<file path="config.mk">
export PLATFORM = sky130hd
export DESIGN_NAME = perf_mon_unit
export DESIGN_NICKNAME = d
export VERILOG_FILES = /design/src/rtl/perf_mon_pkg.sv /design/src/rtl/perf_event_ctr.sv /design/src/rtl/perf_cycle_ctr.sv /design/src/rtl/perf_mon_unit.sv
export SDC_FILE = /design/constraint.sdc
export NUM_CORES = 1
export LEC_CHECK = 0
export ABC_AREA = 1
export BUFFER_PORTS_ARGS = -buffer_cell sky130_fd_sc_hd__buf_2
export CORE_MARGIN = 2
export CORE_UTILIZATION = 35
export DETAILED_ROUTE_END_ITERATION = 10
export PLACE_DENSITY = 0.49
export SLEW_MARGIN = 20
export SYNTH_ARGS = -nofsm -noshare
export SYNTH_HDL_FRONTEND = slang
export SYNTH_SLANG_ARGS = --single-unit
</file>
<file path="constraint.sdc">
create_clock -name clk -period 5.6 [get_ports clk]
set_clock_uncertainty 0.15 [all_clocks]
set_input_delay 0.28 -clock clk [delete_from_list [all_inputs] [get_ports clk]]
set_output_delay 0.28 -clock clk [all_outputs]
set_load 0.02 [all_outputs]
</file>
<file path="src/rtl/perf_mon_pkg.sv">
package perf_mon_pkg;

    localparam int REG_AW     = 4;
    localparam int DATA_W     = 32;
    localparam int EVT_W      = 10;
    localparam int CYC_IDX    = 31;
    localparam int PRESCALE_W = 6;

    typedef enum logic [REG_AW-1:0] {
        RA_CTRL   = 4'd0,
        RA_SEL    = 4'd1,
        RA_VAL_LO = 4'd2,
        RA_VAL_HI = 4'd3,
        RA_TYPE   = 4'd4,
        RA_CNT_EN = 4'd5,
        RA_INT_EN = 4'd6,
        RA_OVF    = 4'd7,
        RA_SW_INC = 4'd8
    } reg_addr_e;

    // stored control bits
    typedef struct packed {
        logic long_cyc;
        logic cyc_div;
        logic run;
    } ctrl_t;

    // bitmask of implemented counter indices: 0..n-1 plus the cycle counter
    function automatic logic [DATA_W-1:0] impl_mask(input int n);
        logic [DATA_W-1:0] m;
        m = '0;
        for (int i = 0; i < DATA_W; i++) begin
            if (i < n || i == CYC_IDX) m[i] = 1'b1;
        end
        return m;
    endfunction

    function automatic logic [DATA_W-1:0] ctrl_word(input ctrl_t c, input int n,
                                                    input logic [7:0] id,
                                                    input logic [7:0] impl);
        logic [DATA_W-1:0] w;
        w        = '0;
        w[0]     = c.run;
        w[3]     = c.cyc_div;
        w[6]     = c.long_cyc;
        w[15:11] = 5'(n);
        w[23:16] = id;
        w[31:24] = impl;
        return w;
    endfunction

endpackage

</file>
<file path="src/rtl/perf_event_ctr.sv">
module perf_event_ctr
    import perf_mon_pkg::*;
#(
    parameter int NUM_LINES = 8,
    parameter int DELTA_W   = 4
) (
    input  logic                         clk,
    input  logic                         rst,
    input  logic                         cnt_en,
    input  logic [NUM_LINES*DELTA_W-1:0] evt_delta,
    input  logic                         sw_inc,
    input  logic                         clr,
    input  logic                         wr_en,
    input  logic [DATA_W-1:0]            wr_data,
    input  logic                         typ_we,
    input  logic [EVT_W-1:0]             typ_wdata,
    output logic [DATA_W-1:0]            value,
    output logic [EVT_W-1:0]             evt_type,
    output logic                         ovf_pulse
);

    localparam int INC_W = DELTA_W + 1;

    logic [DATA_W-1:0] val_q;
    logic [EVT_W-1:0]  evt_q;
    logic [INC_W-1:0]  inc;
    logic [DATA_W:0]   sum;

    always_comb begin
        inc = '0;
        if (evt_q == '0) begin
            inc = INC_W'(sw_inc);
        end else begin
            for (int k = 0; k < NUM_LINES; k++) begin
                if (evt_q == EVT_W'(k + 1))
                    inc = {1'b0, evt_delta[k*DELTA_W +: DELTA_W]};
            end
        end
    end

    assign sum       = {1'b0, val_q} + (DATA_W+1)'(inc);
    assign ovf_pulse = cnt_en && !wr_en && !clr && sum[DATA_W];

    always_ff @(posedge clk) begin
        if (rst) begin
            val_q <= '0;
            evt_q <= '0;
        end else begin
            if (typ_we) evt_q <= typ_wdata;
            if (clr)         val_q <= '0;
            else if (wr_en)  val_q <= wr_data;
            else if (cnt_en) val_q <= sum[DATA_W-1:0];
        end
    end

    assign value    = val_q;
    assign evt_type = evt_q;

endmodule

</file>
<file path="src/rtl/perf_cycle_ctr.sv">
module perf_cycle_ctr
    import perf_mon_pkg::*;
(
    input  logic              clk,
    input  logic              rst,
    input  logic              cnt_en,
    input  logic              div_en,
    input  logic              long_mode,
    input  logic              clr,
    input  logic              wr_lo,
    input  logic              wr_hi,
    input  logic [DATA_W-1:0] wr_data,
    output logic [63:0]       value,
    output logic              ovf_pulse
);

    logic [63:0]           val_q;
    logic [PRESCALE_W-1:0] rem_q;
    logic                  step;
    logic                  at_limit;

    assign step      = cnt_en && (!div_en || (&rem_q));
    assign at_limit  = long_mode ? (&val_q) : (&val_q[31:0]);
    assign ovf_pulse = step && at_limit && !clr && !wr_lo && !wr_hi;

    always_ff @(posedge clk) begin
        if (rst) begin
            val_q <= '0;
            rem_q <= '0;
        end else begin
            if (clr)                  rem_q <= '0;
            else if (cnt_en && div_en) rem_q <= rem_q + 1'b1;

            if (clr)        val_q <= '0;
            else if (wr_lo) val_q[31:0]  <= wr_data;
            else if (wr_hi) val_q[63:32] <= wr_data;
            else if (step)  val_q <= val_q + 64'd1;
        end
    end

    assign value = val_q;

endmodule

</file>
<file path="src/rtl/perf_mon_unit.sv">
module perf_mon_unit
    import perf_mon_pkg::*;
#(
    parameter int         NUM_CTRS  = 6,
    parameter int         NUM_LINES = 8,
    parameter int         DELTA_W   = 4,
    parameter logic [7:0] ID_CODE   = 8'h21,
    parameter logic [7:0] IMPL_CODE = 8'h7E
) (
    input  logic                         clk,
    input  logic                         rst,
    input  logic                         reg_we,
    input  logic [3:0]                   reg_addr,
    input  logic [31:0]                  reg_wdata,
    output logic [31:0]                  reg_rdata,
    input  logic [NUM_LINES*DELTA_W-1:0] evt_delta,
    output logic                         irq_o
);

    localparam logic [DATA_W-1:0] MASK = impl_mask(NUM_CTRS);

    ctrl_t             ctrl_q;
    logic [4:0]        sel_q;
    logic [DATA_W-1:0] cnten_q, inten_q, ovf_q;
    logic              run;

    logic wr_ctrl, wr_sel, wr_vlo, wr_vhi, wr_type, wr_cnten, wr_inten, wr_ovf, wr_swinc;
    logic sel_cyc;

    logic [DATA_W-1:0] ctr_val  [NUM_CTRS];
    logic [EVT_W-1:0]  ctr_type [NUM_CTRS];
    logic [DATA_W-1:0] ovf_set;
    logic [63:0]       cyc_val;
    logic              cyc_ovf;

    assign wr_ctrl  = reg_we && (reg_addr == RA_CTRL);
    assign wr_sel   = reg_we && (reg_addr == RA_SEL);
    assign wr_vlo   = reg_we && (reg_addr == RA_VAL_LO);
    assign wr_vhi   = reg_we && (reg_addr == RA_VAL_HI);
    assign wr_type  = reg_we && (reg_addr == RA_TYPE);
    assign wr_cnten = reg_we && (reg_addr == RA_CNT_EN);
    assign wr_inten = reg_we && (reg_addr == RA_INT_EN);
    assign wr_ovf   = reg_we && (reg_addr == RA_OVF);
    assign wr_swinc = reg_we && (reg_addr == RA_SW_INC);

    assign run     = ctrl_q.run;
    assign sel_cyc = (sel_q == 5'(CYC_IDX));

    always_comb begin
        ovf_set = '0;
        for (int i = 0; i < NUM_CTRS; i++) ovf_set[i] = ctr_ovf[i];
        ovf_set[CYC_IDX] = cyc_ovf;
    end

    logic [NUM_CTRS-1:0] ctr_ovf;

    generate
        for (genvar g = 0; g < NUM_CTRS; g++) begin : g_ctr
            perf_event_ctr #(
                .NUM_LINES (NUM_LINES),
                .DELTA_W   (DELTA_W)
            ) u_ctr (
                .clk       (clk),
                .rst       (rst),
                .cnt_en    (run && cnten_q[g]),
                .evt_delta (evt_delta),
                .sw_inc    (wr_swinc && reg_wdata[g]),
                .clr       (wr_ctrl && reg_wdata[1]),
                .wr_en     (wr_vlo && (sel_q == 5'(g))),
                .wr_data   (reg_wdata),
                .typ_we    (wr_type && (sel_q == 5'(g))),
                .typ_wdata (reg_wdata[EVT_W-1:0]),
                .value     (ctr_val[g]),
                .evt_type  (ctr_type[g]),
                .ovf_pulse (ctr_ovf[g])
            );
        end
    endgenerate

    perf_cycle_ctr u_cyc (
        .clk       (clk),
        .rst       (rst),
        .cnt_en    (run && cnten_q[CYC_IDX]),
        .div_en    (ctrl_q.cyc_div),
        .long_mode (ctrl_q.long_cyc),
        .clr       (wr_ctrl && reg_wdata[2]),
        .wr_lo     (wr_vlo && sel_cyc),
        .wr_hi     (wr_vhi && sel_cyc),
        .wr_data   (reg_wdata),
        .value     (cyc_val),
        .ovf_pulse (cyc_ovf)
    );

    always_ff @(posedge clk) begin
        if (rst) begin
            ctrl_q  <= '0;
            sel_q   <= '0;
            cnten_q <= '0;
            inten_q <= '0;
            ovf_q   <= '0;
        end else begin
            if (wr_ctrl) begin
                ctrl_q.run      <= reg_wdata[0];
                ctrl_q.cyc_div  <= reg_wdata[3];
                ctrl_q.long_cyc <= reg_wdata[6];
            end
            if (wr_sel)   sel_q   <= reg_wdata[4:0];
            if (wr_cnten) cnten_q <= reg_wdata & MASK;
            if (wr_inten) inten_q <= reg_wdata & MASK;
            ovf_q <= (ovf_q & ~((wr_ovf ? reg_wdata : '0) & MASK)) | ovf_set;
        end
    end

    assign irq_o = |(ovf_q & inten_q);

    always_comb begin
        reg_rdata = '0;
        case (reg_addr)
            RA_CTRL:   reg_rdata = ctrl_word(ctrl_q, NUM_CTRS, ID_CODE, IMPL_CODE);
            RA_SEL:    reg_rdata = {27'd0, sel_q};
            RA_VAL_LO: begin
                if (sel_cyc) reg_rdata = cyc_val[31:0];
                for (int i = 0; i < NUM_CTRS; i++)
                    if (sel_q == 5'(i)) reg_rdata = ctr_val[i];
            end
            RA_VAL_HI: if (sel_cyc) reg_rdata = cyc_val[63:32];
            RA_TYPE: begin
                for (int i = 0; i < NUM_CTRS; i++)
                    if (sel_q == 5'(i)) reg_rdata = {{(DATA_W-EVT_W){1'b0}}, ctr_type[i]};
            end
            RA_CNT_EN: reg_rdata = cnten_q;
            RA_INT_EN: reg_rdata = inten_q;
            RA_OVF:    reg_rdata = ovf_q;
            default:   reg_rdata = '0;
        endcase
    end

endmodule

</file>
Yosys cells after proc, flatten, opt, wreduce, memory -nomap -nowiden. Cells that the tools add are included.

Register bits: 376. Bits in latches: 0. Memory bits (writable): 0. Bits in read-only memories: 0. Bits of input ports: 71. Output and inout bits: 33. Word-level logic and storage cells: 283. Memories kept: 0.

$add $sub $neg: 8. Multiply operators: 0. Divide/modulo/power cells: 0. Order comparisons: 0. Eq/ne operators: 63. Shift operators: 0. Multiplexer cells: 87. Bitwise logic cells: 5. Reductions and logical operators: 98.

Operators by type and width (count): two-way mux 32 bit (29); case mux 32 bit (8 select lines) (1); equality test 10 x 3 -> 1 bit (second input constant) (24); adder 32 x 5 -> 33 bit (6); two-way mux 4 bit (48); equality test 10 x 2 -> 1 bit (second input constant) (12); adder 64 x 1 -> 64 bit (second input constant) (1); bitwise AND 32 bit (2); two-way mux 64 bit (1); AND reduction 64 bit (1); logical AND 1 bit (62); equality test 10 x 1 -> 1 bit (second input constant) (6); equality test 10 x 4 -> 1 bit (second input constant) (6); zero test 10 bit (6); NOT 32 bit (1); OR 32 bit (1); AND reduction 32 bit (1); OR reduction 32 bit (1); two-way mux 5 bit (6); equality test 4 x 3 -> 1 bit (second input constant) (4); nonzero test 2 bit (8); zero test 1 bit (11); equality test 5 x 2 -> 1 bit (second input constant) (2); equality test 5 x 3 -> 1 bit (second input constant) (2); other kinds (16) (19).

Longest topological paths before layout. Gate-level depths: netlist of the first run.

Word-level depth: 13. Gate-level depth with buffers: 25. Gate-level depth less buffers: 25.

Modules after synthesis. A second synthesis of the first run with hierarchy kept.

Cell total of the unflattened synthesis: 4750. Area total of the unflattened synthesis: 28299.6 um^2.

Modules (own cells, without submodules): perf_event_ctr (g_ctr[2].u_ctr ...) (times used 3, cells an instance 472, area an instance 3044.2 um^2, seq. area each 840.8 um^2); perf_cycle_ctr (times used 1, cells an instance 896, area an instance 5216.3 um^2, seq. area each 1401.3 um^2); perf_mon_unit (times used 1, cells an instance 975, area an instance 4714.5 um^2, seq. area each 580.6 um^2); perf_event_ctr (g_ctr[1].u_ctr) (times used 1, cells an instance 484, area an instance 3116.7 um^2, seq. area each 840.8 um^2); perf_event_ctr (g_ctr[0].u_ctr) (times used 1, cells an instance 500, area an instance 3096.7 um^2, seq. area each 840.8 um^2); perf_event_ctr (g_ctr[5].u_ctr) (times used 1, cells an instance 479, area an instance 3022.9 um^2, seq. area each 840.8 um^2).

Worst setup path after synthesis of the first run. OpenSTA, ideal clock, no wires.

Kind: input to register. From: input port reg_we. To: register g_ctr[1].u_ctr.val_q[26]. Setup time: 117 ps. Data arrival time: 3128 ps. Slack: 2205 ps. Cell stages on the path: 17. Buffers on the path: 1. Cell sequence: buf_2 inv_2 nor4_1 a21boi_0 a21oi_1 ha_1 inv_1 fa_1 inv_1 nand3_1 nand2_1 nand2_1 nor3_1 nand2_1 xor2_1 a21oi_1 nor2_1.

Longest elaborated chain between the ends: 6.

RTL lines: from (decl) (RTL line perf_mon_unit.sv:12) `input logic reg_we,`; logical AND 1 bit (RTL line perf_mon_unit.sv:44) `assign wr_swinc = reg_we && (reg_addr == RA_SW_INC);`; logical AND 1 bit (RTL line perf_mon_unit.sv:67) `.sw_inc (wr_swinc && reg_wdata[g]),`; two-way mux 5 bit (RTL line perf_event_ctr.sv:31) `if (evt_q == '0) begin`; adder 32 x 5 -> 33 bit (RTL line perf_event_ctr.sv:41) `assign sum = {1'b0, val_q} + (DATA_W+1)'(inc);`; two-way mux 32 bit (RTL line perf_event_ctr.sv:52) `else if (cnt_en) val_q <= sum[DATA_W-1:0];`; two-way mux 32 bit (RTL line perf_event_ctr.sv:51) `else if (wr_en) val_q <= wr_data;`; to (signal assigned) (RTL line perf_event_ctr.sv:51); to (signal assigned) (RTL line perf_event_ctr.sv:52); to (decl) (RTL line perf_event_ctr.sv:24) `logic [DATA_W-1:0] val_q;`.

Several ways; a longest one is shown, not always the timed one. The select of a mux whose other input is x is not followed. A chain may end at the register's enable or synchronous reset.

Worst setup path in the final report of the first run.
From: register g_ctr[5].u_ctr.evt_q[8]. To: register g_ctr[5].u_ctr.val_q[16].

Longest elaborated chain between the ends: 13.

RTL lines: from (decl) (RTL line perf_event_ctr.sv:25) `logic [EVT_W-1:0] evt_q;`; from (signal assigned) (RTL line perf_event_ctr.sv:49) `if (typ_we) evt_q <= typ_wdata;`; equality test 10 x 1 -> 1 bit (RTL line perf_event_ctr.sv:35) `if (evt_q == EVT_W'(k + 1))`; two-way mux 4 bit (8 in series) (RTL line perf_event_ctr.sv:35); two-way mux 5 bit * (RTL line perf_event_ctr.sv:31); adder 32 x 5 -> 33 bit * (RTL line perf_event_ctr.sv:41); two-way mux 32 bit * (RTL line perf_event_ctr.sv:52); two-way mux 32 bit * (RTL line perf_event_ctr.sv:51); to (signal assigned) (RTL line perf_event_ctr.sv:51); to (signal assigned) (RTL line perf_event_ctr.sv:52); to (decl) (RTL line perf_event_ctr.sv:24).

Every way passes the cells marked *; elsewhere a longest branch is shown, timed or not. The select of a mux whose other input is x is not followed.

==> Implementation_results.wiki, run 1 <==
{| class="wikitable"
! Metric !! Value
|-
| Outcome || completed
|-
| Maxcap violations || 0
|-
| Clk pin slew, worst setup/hold paths || 0.07 ns
|-
| Leading cell type by number of instances after synthesis || sky130_fd_sc_hd__nand2_1
|-
| Register area share after synthesis || 0.257
|-
| Critical Path Sink Type || flip-flop
|-
| Final RePlAce weighted congestion || 1.01
|-
| Total wire length after detailed routing || 149 mm
|-
| Layout Cells excl Fill || 5799
|-
| Number of warnings printed during yosys synthesis || 0
|-
| Headroom to the max-slew limit || 0.180
|-
| Largest fanout on the critical path || 10
|-
| H-Tree Level Count || 2
|-
| Post-Synthesis Mean Instance Area || 5.82 µm²
|-
| Pwr Density || 204 nW/µm²
|-
| Fraction of post-synthesis cell area in the top cell type by area || 0.257
|-
| Number of antenna violations at the first check in global routing || 12
|-
| Wire length per cell after detailed routing || 25.7 µm
|-
| Height of the die || 283 µm
|-
| Source of the critical timing path || g_ctr[5].u_ctr.evt_type[8]
|-
| Via total after detailed routing || 33000
|-
| Proportion of layout cells with a drive suffix above 1 || 0.0626
|-
| Number of DRC markers after the initial detailed-route iteration || 3731
|-
| Source-to-sink clock delay at the later pin of the worst-skew pair || 0.65 ns
|-
| Hold wc startpoint || reg_wdata[28]
|-
| Transition time at the pin with the least slew margin || 1.22 ns
|-
| Main synth FF type || sky130_fd_sc_hd__dfxtp_1
|-
| HPWL Detailed || 114 mm
|-
| Total clock buffers created by CTS || 47
|-
| Starting Density || 0.353
|-
| Top-level port count || 104
|-
| Global-route wire length before repair || 213 mm
|-
| Number of filler instances in the final layout || 8812
|-
| Area Growth Syn to Fin || 11.7%
|-
| Cell types occupying the most area after synthesis || sky130_fd_sc_hd__dfxtp_1, sky130_fd_sc_hd__nand2_1, sky130_fd_sc_hd__a21oi_1
|-
| EDFF count, synth || 0
|-
| NumNets Final || 4828
|-
| Bufs on Longest Clock Path || 3
|-
| Worst EP required || 6.00 ns
|-
| Die width || 283 µm
|-
| Worst vdd rail ir drop || 0.219 mV
|-
| Post-synthesis instance area || 27300 µm²
|-
| Vias in the first global route || 30700
|-
| Pin count of the biggest net entering global routing || 71
|-
| Element type at the critical path start || flip-flop
|-
| Fmax || 0.225 GHz
|-
| Number of distinct library cell variants in the gate-level netlist after synthesis || 52
|-
| Count of pins over their slew limit || 0
|-
| Total area of multi-input combinational cells || 17400 µm²
|-
| Aggregate negative setup slack || 0 ns
|-
| Number of hold violations in the final report || 0
|-
| Count of inserted antenna diode cells || 0
|-
| Die Footprint || 80300 µm²
|-
| Register area || 7030 µm²
|-
| DRT antenna net count || 0
|-
| Time the worst path needs with I/O delays and setup || 4.45 ns
|-
| Floorplan Core Area || 77300 µm²
|-
| Row Count || 102
|-
| Category of the critical setup timing path || reg -> reg
|-
| # port buffers || 103
|-
| Vias per std cell || 5.70
|-
| Setup fix buffers added after clock tree synthesis || 0
|-
| Setup Viol. Count Final || 0
|-
| Syn_nets || 4794
|-
| Share of the clock period used by the worst path after layout || 0.794
|-
| Worst flop-to-flop path startpoint || g_ctr[5].u_ctr.evt_type[8]
|-
| Tot GR Track Use || 0.359
|-
| Clock tree from TritonCTS || built
|-
| Most used standard cells in the synthesized netlist || sky130_fd_sc_hd__nand2_1, sky130_fd_sc_hd__inv_1, sky130_fd_sc_hd__nor2_1
|-
| Setup slack of the most critical reg-to-reg path || 1.15 ns
|-
| Mapped Cells || 4691
|-
| DRC viols || 0
|-
| Leakage || 12.1 nW
|-
| Async SR Flop Fraction || 0
|-
| TritonCTS sink count || 351
|-
| Number of iterations in the first detailed-routing pass || 6
|-
| Flip-flop and latch count after synthesis || 351
|-
| Unrepaired setup endpoints after global routing || no
|-
| Clk Tree Root Cell || sky130_fd_sc_hd__clkbuf_16
|-
| Worst hold path class || in -> reg
|-
| Cell taking the most area after synthesis || sky130_fd_sc_hd__dfxtp_1
|-
| Signal arrival time at the worst endpoint || 4.85 ns
|-
| GRT Residual Overflow || 0
|-
| Number of placed instances, taps included || 5692
|}
[worst max-delay path, cell delays in order, from the launching register on]
cell and delay, ns:
sky130_fd_sc_hd__dfxtp_1 0.30, sky130_fd_sc_hd__inv_1 0.09, sky130_fd_sc_hd__nand2_1 0.13, sky130_fd_sc_hd__nor3_2 0.51
sky130_fd_sc_hd__nand2_1 0.29, sky130_fd_sc_hd__nand3_1 0.15, sky130_fd_sc_hd__nand2_1 0.07, sky130_fd_sc_hd__nand4_1 0.07
sky130_fd_sc_hd__nand2_1 0.06, sky130_fd_sc_hd__a21oi_1 0.18, sky130_fd_sc_hd__ha_1 0.26, sky130_fd_sc_hd__inv_1 0.07
sky130_fd_sc_hd__fa_1 0.42, sky130_fd_sc_hd__inv_1 0.11, sky130_fd_sc_hd__nand2_1 0.09, sky130_fd_sc_hd__o21ai_0 0.41
sky130_fd_sc_hd__nand2_1 0.28, sky130_fd_sc_hd__nor2_1 0.23, sky130_fd_sc_hd__xor2_1 0.16, sky130_fd_sc_hd__nand2_1 0.07
sky130_fd_sc_hd__nand2_1 0.07, sky130_fd_sc_hd__nand2_1 0.05, sky130_fd_sc_hd__a21oi_1 0.15
[path summary, 6_finish.rpt]
check | end | cells past startpoint
worst max-delay path | g_ctr[5].u_ctr.value[16] | 22
worst min-delay path | u_cyc.value[28] | 5
worst max register to register | g_ctr[5].u_ctr.value[16] | 22
worst min register to register | g_ctr[0].u_ctr.evt_type[8] | 2
[layout by cell type (no fill, tap or decap), types with 8 or more instances in the layout]
| cell | synthesis | final |
|---|---|---|
| sky130_fd_sc_hd__inv_2 | 25 | 24 |
| sky130_fd_sc_hd__o21ai_0 | 293 | 293 |
| sky130_fd_sc_hd__a31oi_1 | 50 | 50 |
| sky130_fd_sc_hd__dlygate4sd3_1 | 0 | 24 |
| sky130_fd_sc_hd__a21oi_1 | 429 | 429 |
| sky130_fd_sc_hd__or2_2 | 18 | 18 |
| sky130_fd_sc_hd__nand3_1 | 357 | 357 |
| sky130_fd_sc_hd__nor2_2 | 14 | 14 |
| sky130_fd_sc_hd__o22ai_1 | 55 | 55 |
| sky130_fd_sc_hd__nand4_1 | 123 | 123 |
| sky130_fd_sc_hd__nor3b_1 | 8 | 8 |
| sky130_fd_sc_hd__o221ai_1 | 16 | 16 |
| sky130_fd_sc_hd__xor2_1 | 106 | 106 |
| sky130_fd_sc_hd__o21ai_1 | 9 | 9 |
| sky130_fd_sc_hd__buf_4 | 3 | 29 |
| sky130_fd_sc_hd__ha_1 | 26 | 26 |
| sky130_fd_sc_hd__xnor2_1 | 14 | 14 |
| sky130_fd_sc_hd__clkbuf_16 | 0 | 47 |
| sky130_fd_sc_hd__nand3b_1 | 19 | 19 |
| sky130_fd_sc_hd__o21bai_1 | 8 | 8 |
| sky130_fd_sc_hd__dfxtp_1 | 351 | 351 |
| sky130_fd_sc_hd__nor2_1 | 474 | 472 |
| sky130_fd_sc_hd__buf_2 | 72 | 103 |
| sky130_fd_sc_hd__clkbuf_8 | 0 | 9 |
| sky130_fd_sc_hd__o2111ai_1 | 29 | 29 |
| sky130_fd_sc_hd__nor4_1 | 11 | 11 |
| sky130_fd_sc_hd__nand2_1 | 1328 | 1328 |
| sky130_fd_sc_hd__inv_1 | 552 | 551 |
| sky130_fd_sc_hd__nor3_1 | 96 | 96 |
| sky130_fd_sc_hd__clkinv_2 | 0 | 13 |
| sky130_fd_sc_hd__o211ai_1 | 45 | 45 |
[layout make-up]
cell class / instances / share of cell area
Clock buffer: 60 / 0.0431
Clock inverter: 23 / 0.0105
Inverter: 581 / 0.0716
Multi-Input combinational cell: 3588 / 0.570
Sequential cell: 351 / 0.230
Tap cell: 1040 / 0.0427
Timing Repair Buffer: 156 / 0.0319
[where the power goes]
group	switching [mW]	internal (mW)	total, mW
Sequential	0.0115	2.51	2.52
Clock	1.37	1.90	3.27
Combinational	0.348	0.0744	0.423
Total	1.73	4.48	6.21
[logic make-up (layout without fill, tap and decap cells)]
kind of cell / after synthesis / after routing / synth area share
buffers and inverters: 752 / 820 / 0.107
AND/OR/NAND/NOR: 2478 / 2478 / 0.387
flip-flops: 351 / 351 / 0.257
XOR/XNOR: 120 / 120 / 0.0385
adder cells (fa/ha/maj): 32 / 32 / 0.0163
AO/OA/AOI/OAI: 958 / 958 / 0.194
[flip-flops by register name (all words and copies together), names as in the netlist]
register	flops
g_ctr.u_ctr.value	192
cnten_q	7
g_ctr.u_ctr.evt_type	60
run	1
ovf_q	7
inten_q	7
sel_q	5
u_cyc.rem_q	6
u_cyc.value	64
ctrl_q	2
[through the flow]
| stage | setup WS, ns | hold WS (ns) | utilization | total power, mW | cell area (µm²) |
|---|---|---|---|---|---|
| 6_report | 1.15 | 0.0391 | 0.394 | 6.21 | 30500 |
| 5_1_grt | 0.767 | 0.0411 | 0.394 | 6.34 | 30500 |
| 4_1_cts | 1.19 | 0.00370 | 0.394 | 6.22 | 30500 |
| 3_5_place_dp | 1.26 | 0.310 | 0.370 | 2.96 | 28600 |
| 3_3_place_gp | 1.22 | 0.307 | 0.370 | 2.97 | 28600 |
| 2_1_floorplan | 2.20 | 0.289 | - | 2.72 | 27300 |
[routing by layer]
layer  GRT usage  vias up  routed length [µm]
met2       0.555     1517               64500
met5           0        -                  30
met4       0.191        4                9020
met1       0.471    15600               62400
met3      0.0685      386               13300
li1            -    15600                   -
[what timing repair did]
action,4_1_cts,5_1_grt
hold buffers,24,0
hold endpoints to repair,54,0
gates resized for setup,0,0
Note: power is estimated with default switching activity, not from simulation.
==> inputs of run 2 (changes only) <==
ABC_AREA = 0   (was 1)
PLACE_DENSITY = 0.51   (was 0.49)
clock period = 3.74 ns   (was 5.6 ns; I/O delays follow)
==> Implementation_results.wiki, run 2 <==
{| class="wikitable"
! Metric !! Value
|-
| Top-level port count || 104
|-
| Leading cell type in the layout, fill and taps excluded || sky130_fd_sc_hd__a21oi_1
|-
| Die Footprint || 68900 µm²
|-
| Number of warnings printed during yosys synthesis || 0
|-
| Clock tree from TritonCTS || built
|-
| Tot GR Track Use || 0.302
|-
| Number of hold violations in the final report || 0
|-
| Headroom to the max-slew limit || 0.378
|-
| Area Growth Syn to Fin || 19.9%
|-
| Pwr Density || 320 nW/µm²
|-
| Async SR Flop Fraction || 0
|-
| Outcome || completed
|-
| Share of the core filled with cells in the final layout || 0.425
|-
| Height of the die || 262 µm
|-
| Bufs on Longest Clock Path || 3
|-
| Global-route wire length before repair || 158 mm
|-
| Layout Cells excl Fill || 4207
|-
| Clk Tree Root Cell || sky130_fd_sc_hd__clkbuf_16
|-
| Number of antenna violations at the first check in global routing || 2
|-
| Largest fanout on the critical path || 18
|-
| Pin count of the biggest net entering global routing || 88
|-
| Flip-flop and latch count after synthesis || 351
|-
| Hold wc startpoint || reg_wdata[1]
|-
| Category of the critical setup timing path || reg -> out
|-
| Main synth FF type || sky130_fd_sc_hd__dfxtp_1
|-
| Final std cell area, no fill || 28000 µm²
|-
| Register area share after synthesis || 0.300
|-
| DRC viols || 0
|-
| Flip-flop count of the largest register after layout || 192
|-
| Transition time at the pin with the least slew margin || 0.933 ns
|-
| Leakage || 9.55 nW
|-
| Cell taking the most area after synthesis || sky130_fd_sc_hd__dfxtp_1
|-
| Via total after detailed routing || 25800
|-
| Highest-count cells in the layout ignoring fill and taps || sky130_fd_sc_hd__a21oi_1, sky130_fd_sc_hd__dfxtp_1, sky130_fd_sc_hd__nor2_1
|-
| Number of placed instances, taps included || 4073
|-
| Vias in the first global route || 24200
|-
| EDFF count, synth || 0
|-
| Row Count || 94
|-
| Setup Viol. Count Final || 0
|-
| Placed inst area || 25700 µm²
|-
| Total wire length after detailed routing || 109 mm
|-
| Fmax || 0.273 GHz
|-
| H-Tree Level Count || 2
|-
| Floorplan Core Area || 66000 µm²
|-
| DRT antenna net count || 0
|-
| Number of DRC markers after the initial detailed-route iteration || 2330
|-
| Vias per std cell || 6.14
|-
| Number of distinct library cell variants in the gate-level netlist after synthesis || 91
|-
| GRT Residual Overflow || 0
|-
| Most used standard cells in the synthesized netlist || sky130_fd_sc_hd__a21oi_1, sky130_fd_sc_hd__dfxtp_1, sky130_fd_sc_hd__nor2_1
|-
| Fraction of post-synthesis cell area in the top cell type by area || 0.300
|-
| NumNets Final || 3410
|-
| # port buffers || 103
|-
| Cell types occupying the most area after synthesis || sky130_fd_sc_hd__dfxtp_1, sky130_fd_sc_hd__a21oi_1, sky130_fd_sc_hd__o21ai_0
|-
| TritonCTS sink count || 351
|-
| Clk pin slew, worst setup/hold paths || 0.06 ns
|-
| Total clock buffers created by CTS || 46
|-
| Post-route total power || 8.97 mW
|-
| Proportion of layout cells with a drive suffix above 1 || 0.159
|-
| Leading cell type by number of instances after synthesis || sky130_fd_sc_hd__a21oi_1
|-
| Post-Synthesis Mean Instance Area || 7.44 µm²
|-
| Worst flop-to-flop path startpoint || g_ctr[2].u_ctr.evt_type[8]
|-
| Critical Path Sink Type || primary output
|-
| Worst vdd rail ir drop || 0.309 mV
|-
| Final RePlAce weighted congestion || 0.984
|-
| Starting Density || 0.354
|-
| Maxcap violations || 0
|-
| Mapped Cells || 3144
|-
| Source of the critical timing path || sel_q[4]
|-
| Post-synthesis instance area || 23400 µm²
|-
| Wire length per cell after detailed routing || 25.9 µm
|-
| Minimum hold slack || 0.0197 ns
|-
| Syn_nets || 3247
|-
| Element type at the critical path start || flip-flop
|-
| Worst EP required || 3.40 ns
|-
| Cells on worst reg2reg path || 18
|-
| Time the worst path needs with I/O delays and setup || 3.66 ns
|-
| Unrepaired setup endpoints after global routing || yes
|-
| Worst hold path class || in -> reg
|-
| Hold Path Stages || 5
|-
| HPWL Detailed || 81.1 mm
|-
| Signal arrival time at the worst endpoint || 3.33 ns
|-
| Number of iterations in the first detailed-routing pass || 6
|-
| Source-to-sink clock delay at the later pin of the worst-skew pair || 0.60 ns
|-
| Die width || 262 µm
|-
| Count of pins over their slew limit || 0
|-
| Share of the clock period used by the worst path after layout || 0.979
|}
[run 2: cell types whose count changed after synthesis, sizes merged, moves of 79 or more]
cell	previous run	this run
nor2	494	301
nand2	1340	292
clkbuf	85	179
inv	577	77
nand3	359	170
a211oi	4	83
xnor2	14	119
[run 2: kinds of logic after synthesis]
family / synth area share
multiplexers: 0.0556
buffers and inverters: 0.0518
adder cells (fa/ha/maj): 0.0190
AND/OR/NAND/NOR: 0.245
XOR/XNOR: 0.0779
AO/OA/AOI/OAI: 0.250
flip-flops: 0.300
[run 2: timing repair]
action / CTS / global route
hold endpoints to repair: 236 / 0
setup endpoints to repair: 39 / 71
pin swaps: 1 / 29
buffers inserted: 2 / 17
hold buffers: 31 / 0
gates resized for setup: 14 / 72
[run 2: through the flow]
stage	setup slack, ns	setup TNS, ns
3_5_place_dp	-0.310	-3.92
5_1_grt	-0.0672	-0.196
2_1_floorplan	0.0453	0
4_1_cts	0.000397	0
6_report	0.0768	0
3_3_place_gp	-0.247	-1.97
[run 2: per-layer routing]
| metal | global-route usage | part of all wire |
|---|---|---|
| met4 | 0.177 | 0.063 |
| met1 | 0.373 | 0.40 |
| met5 | 0 | 0 |
| met3 | 0.0368 | 0.067 |
| met2 | 0.506 | 0.47 |
[run 2: final cells by class]
class / instances / area [µm²]
fill: 6766 / 37900
multi-input combinational: 2485 / 15600
sequential: 351 / 7050
timing repair buffer: 346 / 2570
clock buffer: 72 / 1360
tap: 864 / 1080
inverter: 77 / 289
clock inverter: 10 / 143
antenna: 2 / 5.00
[run 2: worst max-delay path: stages, from the launching register on]
cell                       delay [ns]
sky130_fd_sc_hd__dfxtp_2         0.59
sky130_fd_sc_hd__or3_1           0.50
sky130_fd_sc_hd__nor2_1          0.27
sky130_fd_sc_hd__a222oi_1        0.84
sky130_fd_sc_hd__nand3_1         0.28
sky130_fd_sc_hd__buf_2           0.25
[run 2: report_power, final]
group	internal, mW	switching [mW]	total, mW
Clock	2.63	1.90	4.54
Sequential	3.76	0.0340	3.79
Combinational	0.192	0.447	0.639
[run 2: final timing paths]
kind | slack (ns) | end
max | 0.08 | reg_rdata[9]
min | 0.02 | cnten_q[1]
max reg2reg | 0.08 | g_ctr[2].u_ctr.value[28]
min reg2reg | 0.31 | ctrl_q[2]
